## config.mk

```make
export PLATFORM = sky130hd
export DESIGN_NAME = cmp_mem_port
export DESIGN_NICKNAME = d
export VERILOG_FILES = /design/src/rtl/cmp_mem_port_pkg.sv /design/src/rtl/cmp_mem_fifo.sv /design/src/rtl/cmp_mem_seq.sv /design/src/rtl/cmp_mem_port.sv
export SDC_FILE = /design/constraint.sdc
export NUM_CORES = 1
export LEC_CHECK = 0
export BUFFER_PORTS_ARGS = -buffer_cell sky130_fd_sc_hd__buf_2
export CAP_MARGIN = 30
export CORE_MARGIN = 8
export CORE_UTILIZATION = 65
export DETAILED_ROUTE_END_ITERATION = 8
export PLACE_DENSITY = 0.88
export SLEW_MARGIN = 40
export SYNTH_ARGS = -nofsm -noshare
export SYNTH_HDL_FRONTEND = slang
export SYNTH_SLANG_ARGS = --single-unit
```

## constraint.sdc

```tcl
create_clock -name clk -period 8.6 [get_ports clk]
set_input_delay 0.86 -clock clk [delete_from_list [all_inputs] [get_ports clk]]
set_output_delay 0.86 -clock clk [all_outputs]
set_load 0.05 [all_outputs]
```

## src/rtl/cmp_mem_port_pkg.sv

```systemverilog
package cmp_mem_port_pkg;
    typedef enum logic [2:0] {
        ST_IDLE,
        ST_RUN,
        ST_WRITE,
        ST_READ,
        ST_FINISH
    } seq_state_t;

    localparam logic MODE_COMPRESS   = 1'b0;
    localparam logic MODE_DECOMPRESS = 1'b1;
endpackage

```

## src/rtl/cmp_mem_fifo.sv

```systemverilog
module cmp_mem_fifo #(
    parameter int DEPTH  = 64,
    parameter int DATA_W = 8
) (
    input  logic              clk,
    input  logic              rst,
    input  logic              push_i,
    input  logic [DATA_W-1:0] push_data_i,
    input  logic              pop_i,
    output logic [DATA_W-1:0] head_o,
    output logic              full_o,
    output logic              empty_o
);
    localparam int PTR_W = $clog2(DEPTH);
    localparam int CNT_W = PTR_W + 1;

    logic [DATA_W-1:0] store [DEPTH];
    logic [PTR_W-1:0]  wptr_q, rptr_q;
    logic [CNT_W-1:0]  count_q;
    logic              do_push, do_pop;

    assign full_o  = (count_q == CNT_W'(DEPTH));
    assign empty_o = (count_q == '0);
    assign do_push = push_i && !full_o;
    assign do_pop  = pop_i && !empty_o;
    assign head_o  = store[rptr_q];

    always_ff @(posedge clk) begin
        if (rst) begin
            wptr_q  <= '0;
            rptr_q  <= '0;
            count_q <= '0;
        end else begin
            if (do_push) begin
                wptr_q <= (wptr_q == PTR_W'(DEPTH - 1)) ? '0 : wptr_q + 1'b1;
            end
            if (do_pop) begin
                rptr_q <= (rptr_q == PTR_W'(DEPTH - 1)) ? '0 : rptr_q + 1'b1;
            end
            if (do_push && !do_pop) begin
                count_q <= count_q + 1'b1;
            end else if (do_pop && !do_push) begin
                count_q <= count_q - 1'b1;
            end
        end
    end

    always_ff @(posedge clk) begin
        if (do_push) begin
            store[wptr_q] <= push_data_i;
        end
    end
endmodule

```

## src/rtl/cmp_mem_seq.sv

```systemverilog
module cmp_mem_seq
    import cmp_mem_port_pkg::*;
#(
    parameter int ADDR_W = 20,
    parameter int DATA_W = 8,
    parameter int WS_W   = 4
) (
    input  logic              clk,
    input  logic              rst,
    input  logic              start_i,
    input  logic              mode_i,
    input  logic              frame_end_i,
    input  logic [ADDR_W-1:0] start_addr_i,
    input  logic [WS_W-1:0]   wr_wait_i,
    input  logic [WS_W-1:0]   rd_wait_i,
    input  logic              fifo_full_i,
    input  logic              fifo_empty_i,
    input  logic [DATA_W-1:0] fifo_head_i,
    output logic              port_push_o,
    output logic              port_pop_o,
    output logic              mode_o,
    output logic              busy_o,
    output logic [ADDR_W-1:0] end_addr_o,
    output logic              mem_cs_o,
    output logic              mem_oe_o,
    output logic              mem_we_o,
    output logic [ADDR_W-1:0] mem_addr_o,
    output logic [DATA_W-1:0] mem_wdata_o
);
    seq_state_t        state_q, state_d;
    logic [ADDR_W-1:0] addr_q, end_addr_q;
    logic [WS_W-1:0]   cnt_q;
    logic [DATA_W-1:0] wdata_q;
    logic              mode_q, end_req_q;
    logic              cnt_done;

    assign cnt_done = (cnt_q == '0);

    // Next-state selection
    always_comb begin
        state_d = state_q;
        unique case (state_q)
            ST_IDLE: begin
                if (start_i) state_d = ST_RUN;
            end
            ST_RUN: begin
                if (mode_q == MODE_COMPRESS) begin
                    if (!fifo_empty_i)  state_d = ST_WRITE;
                    else if (end_req_q) state_d = ST_FINISH;
                end else begin
                    if (end_req_q)         state_d = ST_FINISH;
                    else if (!fifo_full_i) state_d = ST_READ;
                end
            end
            ST_WRITE: begin
                if (cnt_done) state_d = ST_RUN;
            end
            ST_READ: begin
                if (cnt_done) state_d = ST_RUN;
            end
            ST_FINISH: state_d = ST_IDLE;
            default:   state_d = ST_IDLE;
        endcase
    end

    // State register and datapath
    always_ff @(posedge clk) begin
        if (rst) begin
            state_q    <= ST_IDLE;
            addr_q     <= '0;
            end_addr_q <= '0;
            cnt_q      <= '0;
            wdata_q    <= '0;
            mode_q     <= MODE_COMPRESS;
            end_req_q  <= 1'b0;
        end else begin
            state_q <= state_d;
            if (state_q != ST_IDLE && frame_end_i) begin
                end_req_q <= 1'b1;
            end
            unique case (state_q)
                ST_IDLE: begin
                    if (start_i) begin
                        addr_q    <= start_addr_i;
                        mode_q    <= mode_i;
                        end_req_q <= 1'b0;
                    end
                end
                ST_RUN: begin
                    if (state_d == ST_WRITE) begin
                        wdata_q <= fifo_head_i;
                        cnt_q   <= wr_wait_i;
                    end else if (state_d == ST_READ) begin
                        cnt_q <= rd_wait_i;
                    end
                end
                ST_WRITE, ST_READ: begin
                    if (cnt_done) addr_q <= addr_q + 1'b1;
                    else          cnt_q  <= cnt_q - 1'b1;
                end
                ST_FINISH: end_addr_q <= addr_q - 1'b1;
                default: ;
            endcase
        end
    end

    // Outputs
    always_comb begin
        mem_cs_o    = (state_q == ST_WRITE) || (state_q == ST_READ);
        mem_we_o    = (state_q == ST_WRITE);
        mem_oe_o    = (state_q == ST_READ);
        mem_addr_o  = addr_q;
        mem_wdata_o = wdata_q;
        port_pop_o  = (state_q == ST_RUN) && (state_d == ST_WRITE);
        port_push_o = (state_q == ST_READ) && cnt_done;
        busy_o      = (state_q != ST_IDLE);
        mode_o      = mode_q;
        end_addr_o  = end_addr_q;
    end
endmodule

```

## src/rtl/cmp_mem_port.sv

```systemverilog
module cmp_mem_port
    import cmp_mem_port_pkg::*;
#(
    parameter int ADDR_W = 20,
    parameter int DATA_W = 8,
    parameter int DEPTH  = 64,
    parameter int WS_W   = 4
) (
    input  logic              clk,
    input  logic              rst,
    input  logic              start_i,
    input  logic              mode_i,
    input  logic              frame_end_i,
    input  logic [ADDR_W-1:0] start_addr_i,
    input  logic [WS_W-1:0]   wr_wait_i,
    input  logic [WS_W-1:0]   rd_wait_i,
    input  logic              push_i,
    input  logic [DATA_W-1:0] push_data_i,
    input  logic              pop_i,
    output logic [DATA_W-1:0] pop_data_o,
    output logic [7:0]        fifo_status_o,
    output logic              busy_o,
    output logic [ADDR_W-1:0] end_addr_o,
    output logic              mem_cs_o,
    output logic              mem_oe_o,
    output logic              mem_we_o,
    output logic [ADDR_W-1:0] mem_addr_o,
    output logic [DATA_W-1:0] mem_wdata_o,
    input  logic [DATA_W-1:0] mem_rdata_i
);
    logic              f_push, f_pop, f_full, f_empty;
    logic [DATA_W-1:0] f_wdata, f_head;
    logic              port_push, port_pop, mode_q;

    // The latched direction decides which side owns each FIFO port
    assign f_push  = (mode_q == MODE_DECOMPRESS) ? port_push   : push_i;
    assign f_wdata = (mode_q == MODE_DECOMPRESS) ? mem_rdata_i : push_data_i;
    assign f_pop   = (mode_q == MODE_DECOMPRESS) ? pop_i       : port_pop;

    assign pop_data_o    = f_head;
    assign fifo_status_o = {6'b0, f_empty, f_full};

    cmp_mem_fifo #(.DEPTH(DEPTH), .DATA_W(DATA_W)) u_fifo (
        .clk        (clk),
        .rst        (rst),
        .push_i     (f_push),
        .push_data_i(f_wdata),
        .pop_i      (f_pop),
        .head_o     (f_head),
        .full_o     (f_full),
        .empty_o    (f_empty)
    );

    cmp_mem_seq #(.ADDR_W(ADDR_W), .DATA_W(DATA_W), .WS_W(WS_W)) u_seq (
        .clk         (clk),
        .rst         (rst),
        .start_i     (start_i),
        .mode_i      (mode_i),
        .frame_end_i (frame_end_i),
        .start_addr_i(start_addr_i),
        .wr_wait_i   (wr_wait_i),
        .rd_wait_i   (rd_wait_i),
        .fifo_full_i (f_full),
        .fifo_empty_i(f_empty),
        .fifo_head_i (f_head),
        .port_push_o (port_push),
        .port_pop_o  (port_pop),
        .mode_o      (mode_q),
        .busy_o      (busy_o),
        .end_addr_o  (end_addr_o),
        .mem_cs_o    (mem_cs_o),
        .mem_oe_o    (mem_oe_o),
        .mem_we_o    (mem_we_o),
        .mem_addr_o  (mem_addr_o),
        .mem_wdata_o (mem_wdata_o)
    );
endmodule

```

Word level (Yosys, flattened, before mapping)
Memory sizes are Yosys's and may differ from the RTL's. A register that Yosys moved wholly into a read port is not among the register bits.
Index checks and enable logic that the tools add are counted.
{"block": "totals", "ff_bits": 76, "ram_bits": 512, "inputBits": 51, "elab_cells": 84, "mem_count": 1}
{"block": "op_classes", "add_sub_neg": 7, "n_eq_ne": 13, "muxes": 29, "reduce_logical": 24}
{"memory": "u_fifo.store", "words": 64, "word_bits": 8, "read_ports": 1, "rd_clocked_by_memory_dff": 1, "wr": 1, "line": "cmp_mem_fifo.sv:17", "source": "logic [DATA_W-1:0] store [DEPTH];"}
{"operator": "two-way mux 20 bit", "n": 2}
{"operator": "one-hot mux 20 bit (2 select lines)", "n": 1}
{"operator": "two-way mux 6 bit", "n": 4}
{"operator": "two-way mux 3 bit", "n": 7}
{"operator": "adder 20 x 1 -> 20 bit, second input constant", "n": 1}
{"operator": "subtractor 20 x 1 -> 20 bit, second input constant", "n": 1}
{"operator": "two-way mux 7 bit", "n": 2}
{"operator": "adder 6 x 1 -> 6 bit, second input constant", "n": 2}
{"operator": "equality test 3 x 2 -> 1 bit, second input constant", "n": 4}
{"operator": "equality test 6 bit, second input constant", "n": 2}
{"operator": "two-way mux 4 bit", "n": 3}
{"operator": "one-hot mux 3 bit (3 select lines)", "n": 1}
{"operator": "two-way mux 8 bit", "n": 1}
{"operator": "one-hot mux 4 bit (2 select lines)", "n": 1}
{"operator": "adder 7 x 1 -> 7 bit, second input constant", "n": 1}
{"operator": "equality test 7 bit, second input constant", "n": 1}
{"operator": "logical AND 1 bit", "n": 7}
{"operator": "logical NOT 7 bit", "n": 1}
{"operator": "two-way mux 1 bit", "n": 7}
{"operator": "subtractor 7 x 1 -> 7 bit, second input constant", "n": 1}
{"operator": "AND reduction 3 bit", "n": 2}
{"operator": "nonzero test 2 bit", "n": 3}
{"operator": "logical NOT 1 bit", "n": 4}
{"operator": "logical NOT 4 bit", "n": 1}
{"operator": "11 further kinds", "n": 13}

Logic depth before layout (Yosys ltp)
{"block": "depth", "depth_word": 12, "ltp_mapped": 15, "mapped_depth_nobuf": 14}

Modules after synthesis
Synthesis repeated with hierarchy kept, for this count alone.
{"block": "unflattened", "hier_cells": 1560, "area_unflattened_um2": 24641.1}
{"module": "cmp_mem_fifo", "instances": 1, "cells_each": 1157, "area_per_inst_um2": 21363.0, "seq_area_each_um2": 15875.2}
{"module": "cmp_mem_seq", "instances": 1, "cells_each": 383, "area_per_inst_um2": 3052.9, "seq_area_each_um2": 1141.1}
{"module": "cmp_mem_port", "instances": 1, "cells_each": 20, "area_per_inst_um2": 225.2, "seq_area_each_um2": 0.0}

Worst setup path after synthesis
Ideal clock, no wire load.
{"block": "synth_path", "kind": "register to register", "from": "register u_seq.cnt_q[0]", "to": "register u_fifo.count_q[5]", "arrival_ns": 3.136, "required_time_ns": 8.473, "path_slack_ns": 5.337, "stages_incl_launch_ff": 15, "path_cell_list": "dfxtp_1 -> inv_1 -> ha_1 -> nor3b_1 -> a41oi_1 -> nor2_1 -> ha_1 -> inv_1 -> ha_1 -> a21o_1 -> a21o_1 -> a21o_1 -> a21oi_1 -> nor4_1 -> or3_1"}
{"element": "start: declaration", "line": "cmp_mem_seq.sv:32", "source": "logic [WS_W-1:0] cnt_q;"}
{"element": "start signal: assignment", "line": "cmp_mem_seq.sv:92", "source": "cnt_q <= wr_wait_i;"}
{"element": "start signal: assignment", "line": "cmp_mem_seq.sv:94", "source": "cnt_q <= rd_wait_i;"}
{"element": "start signal: assignment", "line": "cmp_mem_seq.sv:99", "source": "else cnt_q <= cnt_q - 1'b1;"}
{"element": "logical NOT 4 bit (*)", "line": "cmp_mem_seq.sv:37", "source": "assign cnt_done = (cnt_q == '0);"}
{"element": "logical AND 1 bit (*)", "line": "cmp_mem_seq.sv:115", "source": "port_push_o = (state_q == ST_READ) && cnt_done;"}
{"element": "two-way mux 1 bit (*)", "line": "cmp_mem_port.sv:36", "source": "assign f_push = (mode_q == MODE_DECOMPRESS) ? port_push : push_i;"}
{"element": "logical AND 1 bit (*)", "line": "cmp_mem_fifo.sv:24", "source": "assign do_push = push_i && !full_o;"}
{"element": "via u_fifo.do_push", "line": "cmp_mem_fifo.sv:20", "source": "logic do_push, do_pop;"}
{"element": "logical NOT 1 bit", "line": "cmp_mem_fifo.sv:42", "source": "end else if (do_pop && !do_push) begin"}
{"element": "logical AND 1 bit", "line": "cmp_mem_fifo.sv:42"}
{"element": "nonzero test 2 bit (no source line)"}
{"element": "end signal: assignment", "line": "cmp_mem_fifo.sv:41", "source": "count_q <= count_q + 1'b1;"}
{"element": "end signal: assignment", "line": "cmp_mem_fifo.sv:43", "source": "count_q <= count_q - 1'b1;"}
{"element": "end: declaration", "line": "cmp_mem_fifo.sv:19", "source": "logic [CNT_W-1:0] count_q;"}
The timed path passes the listed nets; every way through them passes the cells marked *.
A chain may end at the register's enable or synchronous reset.

==> impl_metrics.json <==
{
  "outcome": "completed",
  "synth_top_flop_cell": "edfxtp_1",
  "synth-seq-cells": 594,
  "start_util": 0.660,
  "syn_area_mm2": 0.0242,
  "route.detailed.drc": 0,
  "drv_cap": 0,
  "cts_tree": "yes",
  "io_pins": 119,
  "rsz0062_at_grt": "false",
  "worst_pin_slew_ps": 892,
  "grt.busiest_layer": "met2",
  "setup_viol": 0,
  "final_nets": 1604,
  "r2r_setup_slack_ps": 4580,
  "cp.arrival_ps": 3980,
  "synth_area_leaders": "edfxtp_1, mux4_2, dfxtp_1",
  "period_needed_ps": 4840,
  "pwr-share-clk": 0.338,
  "multi_input_area_mm2": 0.00688,
  "grt_pass1_vias": 14743,
  "comb_power_share": 0.212,
  "finalMaxSlewViolations": 0,
  "cts-htree-levels": 2,
  "syn_avg_cell_area_um2": 16.7,
  "drive_gt1_frac": 0.272,
  "drtIter0Drc": 2008,
  "relSlewSlack": 0.403,
  "grt_pass1_wl_um": 93600,
  "use_met1": 0.365,
  "die_area_mm2": 0.0437,
  "yosysTopAreaCell": "edfxtp_1",
  "syn_to_final_growth_pct": 12.1,
  "clk_pin_slew_ps": 60,
  "clock_sinks": 594,
  "regArea_mm2": 0.0170,
  "cts_resized": 0,
  "powerDensity_mw_per_mm2": 284,
  "synthCells": 1447,
  "fin_crit_sh": 0.563,
  "clk_latency_ps": 610,
  "grt_use_total": 0.287,
  "gr-total-overflow": 0,
  "core_area_mm2": 0.0367,
  "grt_antenna_before_repair": 2,
  "placementRows": 70,
  "reg2reg_from": "u_seq.state_q[1]",
  "grt_start_max_net_pins": 74,
  "final_util": 0.740,
  "place_hpwl_um": 35700,
  "start_kind": "register",
  "power.leakage_nw": 8.63,
  "hold_class": "reg -> reg",
  "netSwitchingPower_mw": 2.31,
  "r2r_end": "u_fifo.count_q[5]",
  "first_pass_iters": 7,
  "required_ps": 7740,
  "cts_max_path_buffers": 3,
  "die_y_um": 209,
  "postRouteAntennaNets": 0,
  "wl_per_cell_um": 30.8,
  "switching_share": 0.300,
  "yosysMostFrequentCell": "edfxtp_1",
  "synth_enable_flop_cells": 512,
  "worst-setup-path-type": "reg -> out",
  "diodes": 0,
  "gp_congestion": 0.906,
  "cts_setup_buffers": 0,
  "synth_cell_types": 76,
  "synth_top_area_share": 0.635,
  "p_seq_frac": 0.450,
  "io_buffers": 112,
  "crit_fanout": 46,
  "end_kind": "output pin",
  "vias": 14653,
  "cp-endpoint": "pop_data_o[2]",
  "tns_ps": 0,
  "routed_via_density": 7.13,
  "async_reset_ff_frac": 0,
  "hold_viol_final": 0,
  "ys_seq_area_frac": 0.702,
  "synthTopCellsByCount": "edfxtp_1, nor2_1, mux4_2",
  "fillers": 1986,
  "cts_hold_buf": 0,
  "fin_worst_skew_ps": 20.0,
  "ys_warn_count": 0,
  "fmax_ghz": 0.207,
  "r2r.worst_path.cells": 13,
  "grtUsageMet2": 0.470,
  "die_w_um": 209,
  "p_int_mw": 5.39,
  "irDropWorstVdd_mv": 0.301,
  "grt.met3_usage": 0.0793,
  "numCtsBuffers": 56,
  "cts_root_buffer": "clkbuf_16",
  "wirelength_um": 63200
}
final cells by class:
type,instances,area share
flip-flops and latches,594,0.627
repair buffers,128,0.0258
clock inverters,36,0.0161
multi-input cells,748,0.253
inverters,13,0.00180
well taps,468,0.0216
clock buffers,67,0.0546
state kept, by name, summed over array words and instances (netlist names), named ones only:
name / cells
u_seq.mode_o: 1
u_seq.state_q: 3
u_seq.mem_wdata_o: 8
u_seq.cnt_q: 4
u_fifo.wptr_q: 6
u_fifo.store: 512
u_seq.end_addr_o: 20
u_fifo.rptr_q: 6
u_seq.mem_addr_o: 20
u_seq.end_req_q: 1
u_fifo.count_q: 7
logic make-up after synthesis:
kind of cell	synth area share
DFF	0.702
xor gates and xnor gates	0.00940
adders and majority gates	0.00651
muxes	0.139
AOI/OAI and AO/OA	0.0570
other	0.000155
and+or+nand+nor	0.0650
buffers and inverters	0.0206
metal layers:
layer	wire, um	vias to the layer above
li1	-	5941
met4	2590	4
met1	21700	7277
met5	24	-
met2	30900	1213
met3	7970	218
power by group through the flow:
stage	combinational [mW]	clock [mW]	sequential, mW
after floorplan	1.16	0	3.56
after global placement	1.50	0	3.54
after detailed placement	1.59	0	3.52
after CTS	1.62	2.61	3.46
after global routing	1.74	2.71	3.48
final	1.63	2.61	3.47
stage by stage:
step           setup slack, ps  hold WS, ps  area, um^2  total power, mW  instances
2_1_floorplan             5340          458       24200             4.71       1452
4_1_cts                   3750          478       27100             7.69       2054
3_5_place_dp              4400          455       25100             5.11       1951
3_3_place_gp              4270          452       25100             5.03       1950
5_1_grt                   3710          486       27200             7.93       2054
6_report                  3760          478       27200             7.70       2054
placed cells by master (no fill, tap or decap), types with 29 or more instances in the layout:
| cell | instances |
|---|---|
| a21oi_1 | 48 |
| nor2_2 | 44 |
| nand2_1 | 60 |
| edfxtp_1 | 512 |
| clkbuf_16 | 57 |
| mux4_2 | 130 |
| dfxtp_1 | 78 |
| buf_2 | 112 |
| o22ai_1 | 29 |
| mux2i_1 | 30 |
| nor2_1 | 106 |
worst min path at each step:
| stage | from | to | depth (start not counted) |
|---|---|---|---|
| after floorplan | u_fifo.count_q[4] | u_fifo.count_q[4] | 2 |
| after global placement | u_seq.mem_wdata_o[2] | u_seq.mem_wdata_o[2] | 1 |
| after detailed placement | u_seq.mem_wdata_o[1] | u_seq.mem_wdata_o[1] | 1 |
| after CTS | u_seq.mem_wdata_o[3] | u_seq.mem_wdata_o[3] | 1 |
| after global routing | u_seq.mem_wdata_o[0] | u_seq.mem_wdata_o[0] | 1 |
| final | u_seq.mem_wdata_o[0] | u_seq.mem_wdata_o[0] | 1 |
worst max-delay path, cell delays in order (launching register included):
cell and delay (ps):
dfxtp_4 730, buf_4 670, mux4_2 350, mux2i_1 120, a22oi_1 470, o221ai_1 310, mux2i_1 340, buf_2 330
Power figures use the tool's default switching activity.
